==> config.mk <==
export PLATFORM = sky130hd
export DESIGN_NAME = tdma_cycle_seq
export DESIGN_NICKNAME = d
export VERILOG_FILES = /design/src/rtl/tdma_seq_pkg.sv /design/src/rtl/tdma_cfg_latch.sv /design/src/rtl/tdma_walker.sv /design/src/rtl/tdma_owner_map.sv /design/src/rtl/tdma_cycle_seq.sv
export SDC_FILE = /design/constraint.sdc
export NUM_CORES = 1
export LEC_CHECK = 0
export ABC_AREA = 1
export BUFFER_PORTS_ARGS = -buffer_cell sky130_fd_sc_hd__buf_2
export CAP_MARGIN = 20
export CELL_PAD_IN_SITES_DETAIL_PLACEMENT = 1
export CELL_PAD_IN_SITES_GLOBAL_PLACEMENT = 1
export CORE_MARGIN = 4
export CORE_UTILIZATION = 30
export CTS_BUF_LIST = sky130_fd_sc_hd__clkbuf_8
export CTS_CLUSTER_SIZE = 12
export DETAILED_ROUTE_END_ITERATION = 10
export GPL_TIMING_DRIVEN = 0
export PLACE_DENSITY = 0.63
export REMOVE_ABC_BUFFERS = 1
export SETUP_SLACK_MARGIN = 0.3
export SLEW_MARGIN = 20
export SYNTH_ARGS = -nofsm -noshare
export SYNTH_HDL_FRONTEND = slang
export SYNTH_HIERARCHICAL = 1
export SYNTH_SLANG_ARGS = --single-unit
==> constraint.sdc <==
create_clock -name clk -period 2.2 [get_ports clk]
set_clock_uncertainty 0.1 [all_clocks]
set_input_delay 0.33 -clock clk [delete_from_list [all_inputs] [get_ports clk]]
set_output_delay 0.33 -clock clk [all_outputs]
set_load 0.01 [all_outputs]
==> src/rtl/tdma_seq_pkg.sv <==
package tdma_seq_pkg;

   typedef enum logic [1:0] {
      PH_STATIC = 2'b00,
      PH_REQ    = 2'b01,
      PH_CONF   = 2'b10,
      PH_EXT    = 2'b11
   } seq_phase_e;

   localparam logic [1:0] MODE_FIXED  = 2'd0;
   localparam logic [1:0] MODE_ALT    = 2'd1;
   localparam logic [1:0] MODE_DOUBLE = 2'd2;

endpackage

==> src/rtl/tdma_cfg_latch.sv <==
// Holds the cycle configuration; reloads only at reset or at a cycle wrap.
module tdma_cfg_latch #(
   parameter int MAX_PAIRS     = 4,
   parameter int MAX_EXT       = 6,
   parameter int CW            = 3,
   parameter bit DOUBLE_REQ_EN = 1'b1
) (
   input  logic                                 clk,
   input  logic                                 rst,
   input  logic                                 load,
   input  logic [$clog2(MAX_PAIRS+1)-1:0]       cfg_pairs,
   input  logic [$clog2(MAX_EXT+1)-1:0]         cfg_ext_slots,
   input  logic [1:0]                           cfg_mode,
   output logic [CW-1:0]                        pairs_q,
   output logic [CW-1:0]                        ext_q,
   output logic                                 dbl,
   output logic                                 base_swap
);
   import tdma_seq_pkg::*;

   localparam logic [CW-1:0] PAIR_CAP = CW'(MAX_PAIRS);
   localparam logic [CW-1:0] EXT_CAP  = CW'(MAX_EXT);

   logic [CW-1:0] pairs_d, ext_d;
   logic [1:0]    mode_d, mode_q;
   logic          parity_q;

   always_comb begin
      pairs_d = CW'(cfg_pairs);
      if (pairs_d == '0)
         pairs_d = CW'(1);
      else if (pairs_d > PAIR_CAP)
         pairs_d = PAIR_CAP;
      ext_d = CW'(cfg_ext_slots);
      if (ext_d > EXT_CAP)
         ext_d = EXT_CAP;
      mode_d = (cfg_mode == 2'd3) ? MODE_FIXED : cfg_mode;
   end

   always_ff @(posedge clk) begin
      if (rst) begin
         pairs_q  <= pairs_d;
         ext_q    <= ext_d;
         mode_q   <= mode_d;
         parity_q <= 1'b0;
      end else if (load) begin
         pairs_q  <= pairs_d;
         ext_q    <= ext_d;
         mode_q   <= mode_d;
         parity_q <= ~parity_q;
      end
   end

   generate
      if (DOUBLE_REQ_EN) begin : g_dbl
         assign dbl = (mode_q == MODE_DOUBLE);
      end else begin : g_no_dbl
         assign dbl = 1'b0;
      end
   endgenerate

   assign base_swap = (mode_q == MODE_ALT) & parity_q;

endmodule

==> src/rtl/tdma_walker.sv <==
// Step state machine: phase, index inside the phase, request pass, traffic window.
module tdma_walker #(
   parameter int CW = 3
) (
   input  logic                        clk,
   input  logic                        rst,
   input  logic                        tick,
   input  logic                        ext_used,
   input  logic [CW-1:0]               pairs,
   input  logic [CW-1:0]               ext_n,
   input  logic                        dbl,
   output tdma_seq_pkg::seq_phase_e    ph_q,
   output logic [CW-1:0]               idx_q,
   output logic                        pass_q,
   output logic                        open_q,
   output logic                        start_q,
   output logic                        wrap_now
);
   import tdma_seq_pkg::*;

   logic [CW-1:0] last_pair, last_ext;
   logic          pair_end, ext_end;

   assign last_pair = pairs - CW'(1);
   assign last_ext  = ext_n - CW'(1);
   assign pair_end  = (idx_q == last_pair);
   assign ext_end   = (idx_q == last_ext);

   assign wrap_now = tick &&
      (((ph_q == PH_CONF) && pair_end && (ext_n == '0)) ||
       ((ph_q == PH_EXT) && ext_end));

   always_ff @(posedge clk) begin
      if (rst) begin
         ph_q    <= PH_STATIC;
         idx_q   <= '0;
         pass_q  <= 1'b0;
         open_q  <= 1'b1;
         start_q <= 1'b0;
      end else begin
         start_q <= 1'b0;
         if (wrap_now) begin
            ph_q    <= PH_STATIC;
            idx_q   <= '0;
            pass_q  <= 1'b0;
            open_q  <= 1'b1;
            start_q <= 1'b1;
         end else if (tick) begin
            case (ph_q)
               PH_STATIC: begin
                  if (pair_end) begin
                     ph_q  <= PH_REQ;
                     idx_q <= '0;
                  end else begin
                     idx_q <= idx_q + CW'(1);
                  end
               end
               PH_REQ: begin
                  if (pair_end) begin
                     idx_q <= '0;
                     if (dbl && !pass_q)
                        pass_q <= 1'b1;
                     else
                        ph_q <= PH_CONF;
                  end else begin
                     idx_q <= idx_q + CW'(1);
                  end
               end
               PH_CONF: begin
                  if (pair_end) begin
                     ph_q  <= PH_EXT;
                     idx_q <= '0;
                  end else begin
                     idx_q <= idx_q + CW'(1);
                  end
               end
               default: begin
                  if (!ext_used)
                     open_q <= 1'b0;
                  idx_q <= idx_q + CW'(1);
               end
            endcase
         end
      end
   end

endmodule

==> src/rtl/tdma_owner_map.sv <==
// Turns the step state into a slot number and the two channel owners.
module tdma_owner_map #(
   parameter int CW     = 3,
   parameter int SLOT_W = 4,
   parameter int OWN_W  = 4
) (
   input  tdma_seq_pkg::seq_phase_e ph,
   input  logic [CW-1:0]            idx,
   input  logic [CW-1:0]            pairs,
   input  logic                     pass,
   input  logic                     dbl,
   input  logic                     base_swap,
   input  logic                     open,
   output logic [SLOT_W-1:0]        slot_num,
   output logic [OWN_W-1:0]         own_a,
   output logic [OWN_W-1:0]         own_b
);
   import tdma_seq_pkg::*;

   localparam logic [OWN_W-1:0]  OWN_IDLE = {OWN_W{1'b1}};
   localparam logic [OWN_W-1:0]  OWN_DYN  = {OWN_W{1'b1}} - OWN_W'(1);
   localparam logic [SLOT_W-1:0] S_ONE    = SLOT_W'(1);
   localparam logic [SLOT_W-1:0] S_TWO    = SLOT_W'(2);
   localparam logic [SLOT_W-1:0] S_THREE  = SLOT_W'(3);

   logic              swap;
   logic [OWN_W-1:0]  even_id, odd_id;
   logic [SLOT_W-1:0] p_s, i_s, d_s;

   always_comb begin
      even_id = OWN_W'({idx, 1'b0});
      odd_id  = even_id | OWN_W'(1);
      p_s     = SLOT_W'(pairs);
      i_s     = SLOT_W'(idx);
      d_s     = SLOT_W'(dbl);
      case (ph)
         PH_STATIC: begin swap = base_swap;        slot_num = i_s + S_ONE; end
         PH_REQ:    begin swap = base_swap ^ pass; slot_num = p_s + S_ONE + SLOT_W'(pass); end
         PH_CONF:   begin swap = ~base_swap;       slot_num = p_s + S_TWO + d_s; end
         default:   begin swap = 1'b0;             slot_num = p_s + S_THREE + d_s + i_s; end
      endcase
      if (ph == PH_EXT) begin
         own_a = open ? OWN_DYN : OWN_IDLE;
         own_b = own_a;
      end else begin
         own_a = swap ? odd_id : even_id;
         own_b = swap ? even_id : odd_id;
      end
   end

endmodule

==> src/rtl/tdma_cycle_seq.sv <==
module tdma_cycle_seq #(
   parameter int MAX_PAIRS     = 4,
   parameter int MAX_EXT       = 6,
   parameter bit DOUBLE_REQ_EN = 1'b1,
   localparam int PAIR_W = $clog2(MAX_PAIRS + 1),
   localparam int EXT_W  = $clog2(MAX_EXT + 1),
   localparam int SLOT_W = $clog2(MAX_PAIRS + MAX_EXT + 4),
   localparam int OWN_W  = $clog2(2 * MAX_PAIRS + 2)
) (
   input  logic              clk,
   input  logic              rst,
   input  logic              slot_tick,
   input  logic [PAIR_W-1:0] cfg_pairs,
   input  logic [EXT_W-1:0]  cfg_ext_slots,
   input  logic [1:0]        cfg_mode,
   input  logic              ext_used,
   output logic [1:0]        phase,
   output logic [SLOT_W-1:0] slot_num,
   output logic [OWN_W-1:0]  owner_a,
   output logic [OWN_W-1:0]  owner_b,
   output logic              cycle_start
);
   import tdma_seq_pkg::*;

   localparam int BIGGER = (MAX_PAIRS > MAX_EXT) ? MAX_PAIRS : MAX_EXT;
   localparam int CW     = $clog2(BIGGER + 1);

   generate
      if (MAX_PAIRS < 1) begin : g_bad_pairs
         $error("tdma_cycle_seq: MAX_PAIRS must be at least 1");
      end
      if (MAX_EXT < 1) begin : g_bad_ext
         $error("tdma_cycle_seq: MAX_EXT must be at least 1");
      end
   endgenerate

   logic [CW-1:0] pairs_q, ext_q, idx_q;
   logic          dbl, base_swap, pass_q, open_q, wrap_now;
   seq_phase_e    ph_q;

   tdma_cfg_latch #(
      .MAX_PAIRS(MAX_PAIRS), .MAX_EXT(MAX_EXT), .CW(CW), .DOUBLE_REQ_EN(DOUBLE_REQ_EN)
   ) i_cfg (
      .clk(clk), .rst(rst), .load(wrap_now),
      .cfg_pairs(cfg_pairs), .cfg_ext_slots(cfg_ext_slots), .cfg_mode(cfg_mode),
      .pairs_q(pairs_q), .ext_q(ext_q), .dbl(dbl), .base_swap(base_swap)
   );

   tdma_walker #(.CW(CW)) i_walk (
      .clk(clk), .rst(rst), .tick(slot_tick), .ext_used(ext_used),
      .pairs(pairs_q), .ext_n(ext_q), .dbl(dbl),
      .ph_q(ph_q), .idx_q(idx_q), .pass_q(pass_q), .open_q(open_q),
      .start_q(cycle_start), .wrap_now(wrap_now)
   );

   tdma_owner_map #(.CW(CW), .SLOT_W(SLOT_W), .OWN_W(OWN_W)) i_map (
      .ph(ph_q), .idx(idx_q), .pairs(pairs_q), .pass(pass_q), .dbl(dbl),
      .base_swap(base_swap), .open(open_q),
      .slot_num(slot_num), .own_a(owner_a), .own_b(owner_b)
   );

   assign phase = ph_q;

endmodule

==> impl_metrics.json <==
{
  "clock.fmax_mhz": 384,
  "cts_root_buf": "clkbuf_8",
  "syn-cell-area_um2": 1620,
  "port_buffers": 26,
  "maxSlewHeadroom_pct": 81.6,
  "holdWs_ps": 162,
  "critPathLaunchType": "flop",
  "ys_seq_area_share_pct": 25.9,
  "fin_util_pct": 41.0,
  "fin_cells": 330,
  "reg2reg_from": "i_cfg/pairs_q[0]",
  "cts.sinks": 17,
  "drt_iter0_drc": 51,
  "grt_pass1_vias": 1530,
  "postSynthCellCount": 222,
  "dr.pass1.iters": 4,
  "ant_nets": 0,
  "die_area_um2": 6640,
  "fp.dieW_um": 81.5,
  "reg2regPathDepth": 11,
  "synth-seq-cells": 17,
  "layout-area-overhead-vs-synth_pct": 30.7,
  "yosysTopAreaCell": "ha_1",
  "status": "complete, but fails checks",
  "vias": 1512,
  "slew_violations": 0,
  "fin_setup_tns_ps": -994,
  "holdCritPathClass": "in -> reg",
  "avgSynthCellArea_um2": 7.30,
  "peakVddDrop_uv": 394,
  "layout_commonest_cell": "inv_1",
  "hold_violations": 0,
  "numCtsBuffers": 3,
  "setup_viol_count_final": 3,
  "fin_area_um2": 2120,
  "drc": 0,
  "hold_path.startpoint": "cfg_ext_slots[1]",
  "worstHoldEndpoint": "i_cfg/ext_q[1]",
  "wl_um": 4030,
  "antenna_found_initial": 0,
  "worstPathArrival_ps": 2170,
  "tightestPinTransition_ps": 276,
  "h-tree-depth": 1,
  "cpPeakStageDelay_ps": 530,
  "routed_via_density": 4.58,
  "r2r_end": "i_cfg/pairs_q[2]",
  "grt_pass1_wl_um": 7010,
  "layout_common_cells": "inv_1, nand2_1, buf_2",
  "coreArea_um2": 5170,
  "hpwlAfterDp_um": 3070,
  "power.leakage_nw": 1.10,
  "critPathKind": "reg -> out",
  "dp.cells": 312,
  "pin_count": 27,
  "row_count": 26,
  "violations": "setup timing",
  "hold_depth": 1,
  "power_mw": 1.06,
  "yosysWarnings": 6,
  "clk_latency_ps": 260,
  "grt_max_degree": 14,
  "cp_data_required_time_ps": 1770,
  "crit_family": "adder cells",
  "powerDensity_nw_per_um2": 502,
  "dpl-instance-area_um2": 1800,
  "setup_ws_ps": -403,
  "crit_cells": 9,
  "diodes": 0,
  "rsz0062_at_grt": "yes",
  "drive_above_1_share_pct": 38.1,
  "ys_types": 29,
  "overflow": 0,
  "cp_max_fo": 2,
  "clk_pin_slew_ps": 70,
  "grt_usage_pct": 13.5,
  "wire_per_inst_um": 12.2,
  "reg2reg_slack_ps": 90,
  "nNetsFinal": 296,
  "drv_cap": 0,
  "period_needed_ps": 2600,
  "cts_tree": "yes",
  "endpoint_kind": "output port",
  "gp_routability_congestion": 0.771,
  "clk_path_buf_depth": 2,
  "ys_top_cells_by_area": "ha_1, edfxtp_1, nand2_1",
  "start_util_pct": 31.3,
  "yosysTopAreaCellShare_pct": 17.0,
  "place_worst_setup_slack_ps": -373,
  "path_cells": "nor2_4 > inv_2 > ha_4 > inv_2 > ha_4 > fa_2 > nand2_2 > o2111ai_2 > buf_2",
  "critPathBufInv": 3,
  "fin_crit_sh_pct": 118,
  "fp.dieH_um": 81.5,
  "cp_slowest_cell": "fa_2"
}
final cells by class:
| class | count | area [µm²] |
|---|---|---|
| Sequential cell | 17 | 434 |
| Clock buffer | 3 | 41.3 |
| Tap cell | 70 | 87.6 |
| Multi-Input combinational cell | 149 | 1110 |
| Timing Repair Buffer | 40 | 254 |
| Inverter | 50 | 190 |
| Clock inverter | 1 | 3.75 |
| Fill cell | 653 | 3050 |
worst max path at each step:
stage	from	endpoint
6_report	i_cfg/mode_q[0]	slot_num[1]
4_1_cts	i_cfg/mode_q[0]	slot_num[1]
3_3_place_gp	i_cfg/mode_q[0]	slot_num[1]
5_1_grt	i_cfg/mode_q[0]	slot_num[1]
2_1_floorplan	i_cfg/mode_q[0]	slot_num[2]
3_5_place_dp	i_cfg/mode_q[0]	slot_num[2]
logic make-up (layout without fill, tap and decap cells):
family | Yosys count | in the layout | synth area share [%]
buffers and inverters | 56 | 94 | 13.9
adders and majority gates | 23 | 23 | 18.2
xor gates and xnor gates | 5 | 5 | 2.70
DFF | 17 | 17 | 25.9
and+or+nand+nor | 108 | 108 | 34.0
AOI/OAI and AO/OA | 13 | 13 | 5.25
worst register-to-register path, cell delays in order (launching register included):
cell and delay (ps):
edfxtp_1 500, buf_6 150, buf_6 90, inv_4 40, ha_4 270, inv_2 40, nand2_2 70, nand2_4 60
nor2_8 100, nand4_4 110, nand2_2 90, or2_4 190
cells in the mapped netlist, drive strengths merged:
cell     number
or3           1
a22oi         1
ha           22
dfxtp         9
o21ai         2
buf           4
o2111ai       2
nor3          1
edfxtp        8
nor2         23
nand2        58
a21boi        1
inv          50
xor2          5
or2           4
nand3        16
fa            1
a21oi         7
nand4         5
clkbuf        2
repair_timing:
item	4_1_cts	5_1_grt
buffers inserted	8	6
endpoints found under the setup margin	17	23
hold buffers	0	0
resized for setup	36	12
pin swaps	13	11
power breakdown:
| group | total [mW] | internal [mW] | switching (mW) |
|---|---|---|---|
| sequential | 0.386 | 0.353 | 0.0332 |
| clock | 0.239 | 0.124 | 0.115 |
| combinational | 0.438 | 0.197 | 0.241 |
flip-flops by register name (all words and copies together), names as in the netlist:
register and cells:
i_walk/idx_q 3, i_cfg/parity_q 1, i_cfg/pairs_q 3, i_cfg/ext_q 3, i_walk/pass_q 1, i_walk/ph_q 2, i_walk/open_q 1, i_cfg/mode_q 2
i_walk/start_q 1
layer usage:
metal  GRT usage [%]  routed length (µm)  part of all wire, %  vias to the layer above
li1                -                   -                    -                      761
met1            17.5                1800                   45                      720
met2            23.6                2040                   51                       25
met3            1.97                 141                  3.5                        6
met4            3.38                  42                  1.0                        0
met5               0                   0                    0                        -
Power figures use the tool's default switching activity.
